## src/rtl/hwvol_pkg.sv

```systemverilog
package hwvol_pkg;

    localparam int unsigned ATT_W    = 5;
    localparam int unsigned NUM_PINS = 2;
    localparam int unsigned PIN_UP   = 0;
    localparam int unsigned PIN_DN   = 1;

    typedef logic [ATT_W-1:0] att_t;

    localparam att_t ATT_MIN = '0;
    localparam att_t ATT_MAX = '1;

    // per-pin event bundle produced by the qualifier
    typedef struct packed {
        logic press;   // synchronized pin level, asserted
        logic qual;    // held long enough (including the qualifying tick)
        logic step;    // one-cycle step event
    } pin_evt_t;

    // controller state, also the layout of the host register
    typedef struct packed {
        logic mute;
        att_t att;
    } vol_state_t;

    function automatic att_t att_louder(input att_t a);
        return (a == ATT_MIN) ? a : att_t'(a - 1'b1);
    endfunction

    function automatic att_t att_softer(input att_t a);
        return (a == ATT_MAX) ? a : att_t'(a + 1'b1);
    endfunction

endpackage

```

## src/rtl/hwvol_tick.sv

```systemverilog
module hwvol_tick #(
    parameter int unsigned TICK_DIV = 125000
) (
    input  logic clk,
    input  logic rst,
    output logic tick_o
);
    localparam int unsigned CW = (TICK_DIV > 1) ? $clog2(TICK_DIV) : 1;
    localparam logic [CW-1:0] DIV_LAST = CW'(TICK_DIV - 1);

    logic [CW-1:0] div_q;

    assign tick_o = (div_q == DIV_LAST);

    always_ff @(posedge clk) begin
        if (rst) begin
            div_q <= '0;
        end else if (tick_o) begin
            div_q <= '0;
        end else begin
            div_q <= div_q + 1'b1;
        end
    end

    generate
        if (TICK_DIV > 1) begin : g_gap_chk
            AST_TICK_GAP: assert property (@(posedge clk) disable iff (rst)
                tick_o |=> !tick_o);
        end
    endgenerate

endmodule

```

## src/rtl/hwvol_pin_qual.sv

```systemverilog
module hwvol_pin_qual
    import hwvol_pkg::*;
#(
    parameter int unsigned QUAL_MS = 25,
    parameter int unsigned STEP_MS = 1000
) (
    input  logic     clk,
    input  logic     rst,
    input  logic     tick_i,
    input  logic     pin_n_i,
    output pin_evt_t evt_o
);
    localparam int unsigned QW = $clog2(QUAL_MS + 1);
    localparam int unsigned RW = (STEP_MS > 1) ? $clog2(STEP_MS) : 1;
    localparam logic [QW-1:0] Q_LAST = QW'(QUAL_MS - 1);
    localparam logic [QW-1:0] Q_DONE = QW'(QUAL_MS);
    localparam logic [RW-1:0] R_LAST = RW'(STEP_MS - 1);

    logic [1:0]    sync_q;
    logic          press;
    logic [QW-1:0] held_q;
    logic [RW-1:0] rep_q;
    logic          held_done;
    logic          reach_now;
    logic          repeat_now;

    // two-flop synchronizer, inverted to active-high
    always_ff @(posedge clk) begin
        if (rst) begin
            sync_q <= '0;
        end else begin
            sync_q <= {sync_q[0], ~pin_n_i};
        end
    end

    assign press      = sync_q[1];
    assign held_done  = (held_q == Q_DONE);
    assign reach_now  = tick_i && (held_q == Q_LAST);
    assign repeat_now = tick_i && held_done && (rep_q == R_LAST);

    always_ff @(posedge clk) begin
        if (rst || !press) begin
            held_q <= '0;
            rep_q  <= '0;
        end else if (tick_i) begin
            if (!held_done) begin
                held_q <= held_q + 1'b1;
            end else if (rep_q == R_LAST) begin
                rep_q <= '0;
            end else begin
                rep_q <= rep_q + 1'b1;
            end
        end
    end

    always_comb begin
        evt_o.press = press;
        evt_o.qual  = press && (held_done || reach_now);
        evt_o.step  = press && (reach_now || repeat_now);
    end

    generate
        if (QUAL_MS > 1) begin : g_early_chk
            AST_NO_EARLY_STEP: assert property (@(posedge clk) disable iff (rst)
                $rose(press) |-> !evt_o.step);
        end
    endgenerate

    AST_STEP_NEEDS_TICK: assert property (@(posedge clk) disable iff (rst)
        evt_o.step |-> tick_i);

endmodule

```

## src/rtl/hwvol_core.sv

```systemverilog
module hwvol_core
    import hwvol_pkg::*;
(
    input  logic       clk,
    input  logic       rst,
    input  pin_evt_t   evt_up_i,
    input  pin_evt_t   evt_dn_i,
    input  logic       host_we_i,
    input  vol_state_t host_wdata_i,
    output vol_state_t state_o
);
    vol_state_t            cur_q, nxt;
    logic [NUM_PINS-1:0]   blk_q, blk_n;
    logic                  up_live, dn_live;

    assign up_live = evt_up_i.step && !blk_q[PIN_UP];
    assign dn_live = evt_dn_i.step && !blk_q[PIN_DN];

    always_comb begin
        nxt   = cur_q;
        blk_n = blk_q;
        if (!cur_q.mute && evt_up_i.qual && evt_dn_i.qual) begin
            // chord: mute and consume both presses
            nxt.mute = 1'b1;
            blk_n    = '1;
        end else if (cur_q.mute && (up_live || dn_live)) begin
            // activity while muted: restore, no step
            nxt.mute      = 1'b0;
            blk_n[PIN_UP] = blk_q[PIN_UP] | evt_up_i.press;
            blk_n[PIN_DN] = blk_q[PIN_DN] | evt_dn_i.press;
        end else if (!cur_q.mute) begin
            if (up_live) begin
                nxt.att = att_louder(cur_q.att);
            end else if (dn_live) begin
                nxt.att = att_softer(cur_q.att);
            end
        end
        if (!evt_up_i.press) blk_n[PIN_UP] = 1'b0;
        if (!evt_dn_i.press) blk_n[PIN_DN] = 1'b0;
        if (host_we_i) begin
            nxt = host_wdata_i;
        end
    end

    always_ff @(posedge clk) begin
        if (rst) begin
            cur_q <= '0;
            blk_q <= '0;
        end else begin
            cur_q <= nxt;
            blk_q <= blk_n;
        end
    end

    assign state_o = cur_q;

    AST_NO_WRAP_HIGH: assert property (@(posedge clk) disable iff (rst)
        (!host_we_i && cur_q.att == ATT_MAX) |=> (cur_q.att != ATT_MIN));
    AST_NO_WRAP_LOW: assert property (@(posedge clk) disable iff (rst)
        (!host_we_i && cur_q.att == ATT_MIN) |=> (cur_q.att != ATT_MAX));
    AST_ONE_STEP: assert property (@(posedge clk) disable iff (rst)
        !host_we_i |=> ((int'(cur_q.att) - int'($past(cur_q.att)) <= 1) &&
                        (int'($past(cur_q.att)) - int'(cur_q.att) <= 1)));
    AST_MUTED_HOLDS: assert property (@(posedge clk) disable iff (rst)
        (!host_we_i && cur_q.mute) |=> (cur_q.att == $past(cur_q.att)));
    AST_CHORD_KEEPS: assert property (@(posedge clk) disable iff (rst)
        (!host_we_i && !cur_q.mute && evt_up_i.qual && evt_dn_i.qual)
            |=> (cur_q.mute && $stable(cur_q.att)));
    AST_HOST_WINS: assert property (@(posedge clk) disable iff (rst)
        host_we_i |=> (cur_q == $past(host_wdata_i)));

endmodule

```

## src/rtl/hwvol_ctrl.sv

```systemverilog
module hwvol_ctrl
    import hwvol_pkg::*;
#(
    parameter int unsigned TICK_DIV = 125000,
    parameter int unsigned QUAL_MS  = 25,
    parameter int unsigned STEP_MS  = 1000
) (
    input  logic             clk,
    input  logic             rst,
    input  logic             vol_up_n,
    input  logic             vol_dn_n,
    input  logic             host_we,
    input  logic [ATT_W:0]   host_wdata,
    output logic [ATT_W-1:0] att_o,
    output logic             mute_o,
    output logic [ATT_W:0]   status_o
);
    logic                tick;
    logic [NUM_PINS-1:0] pins_n;
    pin_evt_t            evt [NUM_PINS];
    vol_state_t          state;

    assign pins_n[PIN_UP] = vol_up_n;
    assign pins_n[PIN_DN] = vol_dn_n;

    hwvol_tick #(.TICK_DIV(TICK_DIV)) u_tick (
        .clk    (clk),
        .rst    (rst),
        .tick_o (tick)
    );

    genvar gi;
    generate
        for (gi = 0; gi < NUM_PINS; gi++) begin : g_pin
            hwvol_pin_qual #(
                .QUAL_MS (QUAL_MS),
                .STEP_MS (STEP_MS)
            ) u_qual (
                .clk     (clk),
                .rst     (rst),
                .tick_i  (tick),
                .pin_n_i (pins_n[gi]),
                .evt_o   (evt[gi])
            );
        end
    endgenerate

    hwvol_core u_core (
        .clk          (clk),
        .rst          (rst),
        .evt_up_i     (evt[PIN_UP]),
        .evt_dn_i     (evt[PIN_DN]),
        .host_we_i    (host_we),
        .host_wdata_i (vol_state_t'(host_wdata)),
        .state_o      (state)
    );

    assign att_o    = state.att;
    assign mute_o   = state.mute;
    assign status_o = state;

    AST_STATUS_MATCH: assert property (@(posedge clk) disable iff (rst)
        status_o == {mute_o, att_o});

endmodule

```

## config.mk

```make
export PLATFORM = sky130hd
export DESIGN_NAME = hwvol_ctrl
export DESIGN_NICKNAME = d
export VERILOG_FILES = /design/src/rtl/hwvol_pkg.sv /design/src/rtl/hwvol_tick.sv /design/src/rtl/hwvol_pin_qual.sv /design/src/rtl/hwvol_core.sv /design/src/rtl/hwvol_ctrl.sv
export SDC_FILE = /design/constraint.sdc
export NUM_CORES = 1
export LEC_CHECK = 0
export ABC_AREA = 1
export CORE_MARGIN = 2
export CORE_UTILIZATION = 56
export DETAILED_ROUTE_END_ITERATION = 8
export PLACE_DENSITY = 0.85
export SETUP_SLACK_MARGIN = 0.1
export SLEW_MARGIN = 20
export SYNTH_ARGS = -nofsm -noshare
export SYNTH_HDL_FRONTEND = slang
export SYNTH_SLANG_ARGS = --single-unit
```

## constraint.sdc

```tcl
create_clock -name clk -period 4.27 [get_ports clk]
set_input_delay 0.854 -clock clk [delete_from_list [all_inputs] [get_ports clk]]
set_output_delay 0.854 -clock clk [all_outputs]
set_load 0.02 [all_outputs]
```

==> flow_summary.json <==
{
  "muxShareOfSynthArea_pct": 0,
  "first_pass_iters": 5,
  "overflow": 0,
  "rsz0062_at_grt": "no",
  "async_flop_share_pct": 0,
  "wl_per_cell_um": 12.2,
  "drt_wl_total_mm": 6.83,
  "cts_hold_repair.buffers": 0,
  "layout-drive-gt1-share_pct": 10.0,
  "start_util_pct": 58.6,
  "synth_compound_area_share_pct": 11.5,
  "ys_seq_area_share_pct": 36.2,
  "crit_required_ns": 4.54,
  "dpl.hpwl_mm": 5.03,
  "syn_inst": 462,
  "tns_ns": 0,
  "port_buffers": 22,
  "antenna_found_initial": 0,
  "rows": 27,
  "stdcell_count": 561,
  "critPathKind": "reg2reg",
  "crit_arrival_ns": 3.00,
  "dr_wl_met3_um": 255,
  "die_h_um": 80.4,
  "vias": 2939,
  "hold_class": "reg2reg",
  "synth_area_per_cell_um2": 7.07,
  "synth_top_family_by_area": "simple AND/OR/NAND/NOR gates",
  "yosysTopAreaCellShare_pct": 36.2,
  "track_usage_pct": 23.1,
  "synth-adder-area-share_pct": 5.21,
  "synth-xor-area-share_pct": 2.68,
  "hold_viol": 0,
  "cap_violations": 0,
  "synth.distinct_cells": 37,
  "top_layer": "met4",
  "die-area_mm2": 0.00646,
  "clk_pin_slew_worst_paths_ns": 0.06,
  "cts-root-buf": "clkbuf_8",
  "syn_area_mm2": 0.00326,
  "drc_errors": 0,
  "maxSlewViolCount": 0,
  "die_w_um": 80.4,
  "timing.hold.ws_ns": 0.416,
  "cellPowerDensity_mw_per_mm2": 292,
  "finalSetupViolations": 0,
  "gp_congestion": 0.852,
  "dp_cells": 547,
  "yosys.area_share.simple_pct": 33.7,
  "core_area_mm2": 0.00557,
  "postRouteAntennaNets": 0,
  "drtIter0Drc": 173,
  "grt_pass1_wl_mm": 11.6,
  "post-cts-setup-buffer-count": 0,
  "start_kind": "flop",
  "grt_max_degree": 14,
  "synth-edff-count": 0,
  "power_leakage_nw": 1.54,
  "synth_top_cell_by_area": "dfxtp_1",
  "synth_common_cells": "97 x nand2_1, 67 x inv_1, 59 x dfxtp_1",
  "crit_path_max_fanout": 5,
  "p_total_mw": 1.08,
  "cts_num_sinks": 59,
  "vdd_drop_max_uv": 223,
  "cts_made_buffers": 9,
  "fin_crit_ns": 2.73,
  "clockBufferDepth": 2,
  "ys_warn_count": 0,
  "cp-end-kind": "flop",
  "fin_skew_ns": 0.00965,
  "clock_latency_ns": 0.35,
  "yosysMostFrequentCell": "nand2_1",
  "synth_area_leaders": "dfxtp_1 36%, nand2_1 11%, inv_1 7.7%",
  "ys.flop_type": "dfxtp_1",
  "ys_ff_latch": 59,
  "syn-num-nets": 486,
  "place_ws_ns": 1.60,
  "status": "finished, final reports clean",
  "ioPinCount": 23,
  "worstMarginPinSlew_ns": 0.485,
  "grt_pass1_vias": 2830,
  "finalWorstSetupSlack_ns": 1.54,
  "routed_via_density": 5.24,
  "fmax_ghz": 0.366,
  "syn2layout_area_growth_pct": 12.9,
  "layout.nets": 510,
  "max-slew-margin-rel_pct": 67.5,
  "cts_resized": 0,
  "wl_met2_mm": 3.41,
  "wl_met1_mm": 3.06,
  "htreeDepth": 3,
  "period_share_pct": 63.9,
  "antenna-diode-count": 0,
  "cts_tree": "built"
}
## final timing paths
check | from | end | slack [ns] | cells past startpoint
worst max-delay path | u_tick.div_q[0] | u_core.state_o[4] | 1.54 | 17
worst min-delay path | g_pin[1].u_qual.sync_q[0] | g_pin[1].u_qual.sync_q[1] | 0.42 | 2
worst max register to register | u_tick.div_q[0] | u_core.state_o[4] | 1.54 | 17
worst min register to register | g_pin[1].u_qual.sync_q[0] | g_pin[1].u_qual.sync_q[1] | 0.42 | 2
## stage by stage
stage                     util (%)  cell area [µm²]
after detailed placement      63.1             3520
after global routing          66.1             3680
final                         66.1             3680
after global placement        63.1             3520
after floorplan                  -             3260
after CTS                     66.1             3680
## registers in the layout (all words and copies together), names as in the netlist
register             count
u_core.blk_q             2
u_core.state_o           6
u_tick.div_q            17
g_pin.u_qual.held_q     10
g_pin.u_qual.rep_q      20
g_pin.u_qual.sync_q      4
## critical path, stage by stage (launching register included)
cell,delay (ns)
dfxtp_1,0.35
ha_1,0.21
nand2_1,0.08
nor2_2,0.14
nand2_1,0.10
nor2_4,0.16
nand3_2,0.09
nand2_1,0.12
nand2_2,0.11
inv_2,0.11
ha_1,0.28
a21oi_1,0.18
o21ai_0,0.13
xor2_1,0.17
o21ai_0,0.10
o21ai_0,0.15
nand2_1,0.07
a21oi_1,0.12
## placed cells by master (no fill, tap or decap), types with 7 or more instances in the layout
cell	Yosys	layout
nand2_1	97	97
nor2_1	47	47
a21oi_1	26	26
ha_1	12	12
clkdlybuf4s50_1	0	22
xor2_1	8	8
inv_1	67	67
inv_2	8	8
nor3b_1	8	8
nand3_1	23	23
o21ai_0	27	27
nand2_2	7	7
clkbuf_8	0	11
nor3_1	14	14
nand4_1	8	8
dfxtp_1	59	59
## layer usage
layer	vias up	track usage (%)
met1	1338	25.9
met4	0	11.4
li1	1529	-
met5	-	0
met2	57	40.6
met3	15	5.51
## power breakdown
part	leakage, nW	total [mW]	switching [mW]	internal [mW]
Combinational	0.967	0.0670	0.0364	0.0306
Clock	0.0908	0.443	0.211	0.232
Sequential	0.477	0.566	0.00775	0.558
## logic make-up after synthesis
logic type / after synthesis
flip-flops: 59
buffers and inverters: 86
XOR/XNOR: 10
AO/OA/AOI/OAI: 67
adder cells (fa/ha/maj): 13
AND/OR/NAND/NOR: 227
## area by class of cell
class | count | area (µm²)
clock buffers | 11 | 151
clock inverters | 3 | 15.0
fillers | 465 | 1890
inverters | 77 | 292
multi-input cells | 317 | 1740
flip-flops and latches | 59 | 1180
well taps | 72 | 90.1
repair buffers | 22 | 220
No activity file was read; power rests on OpenSTA's default activity.
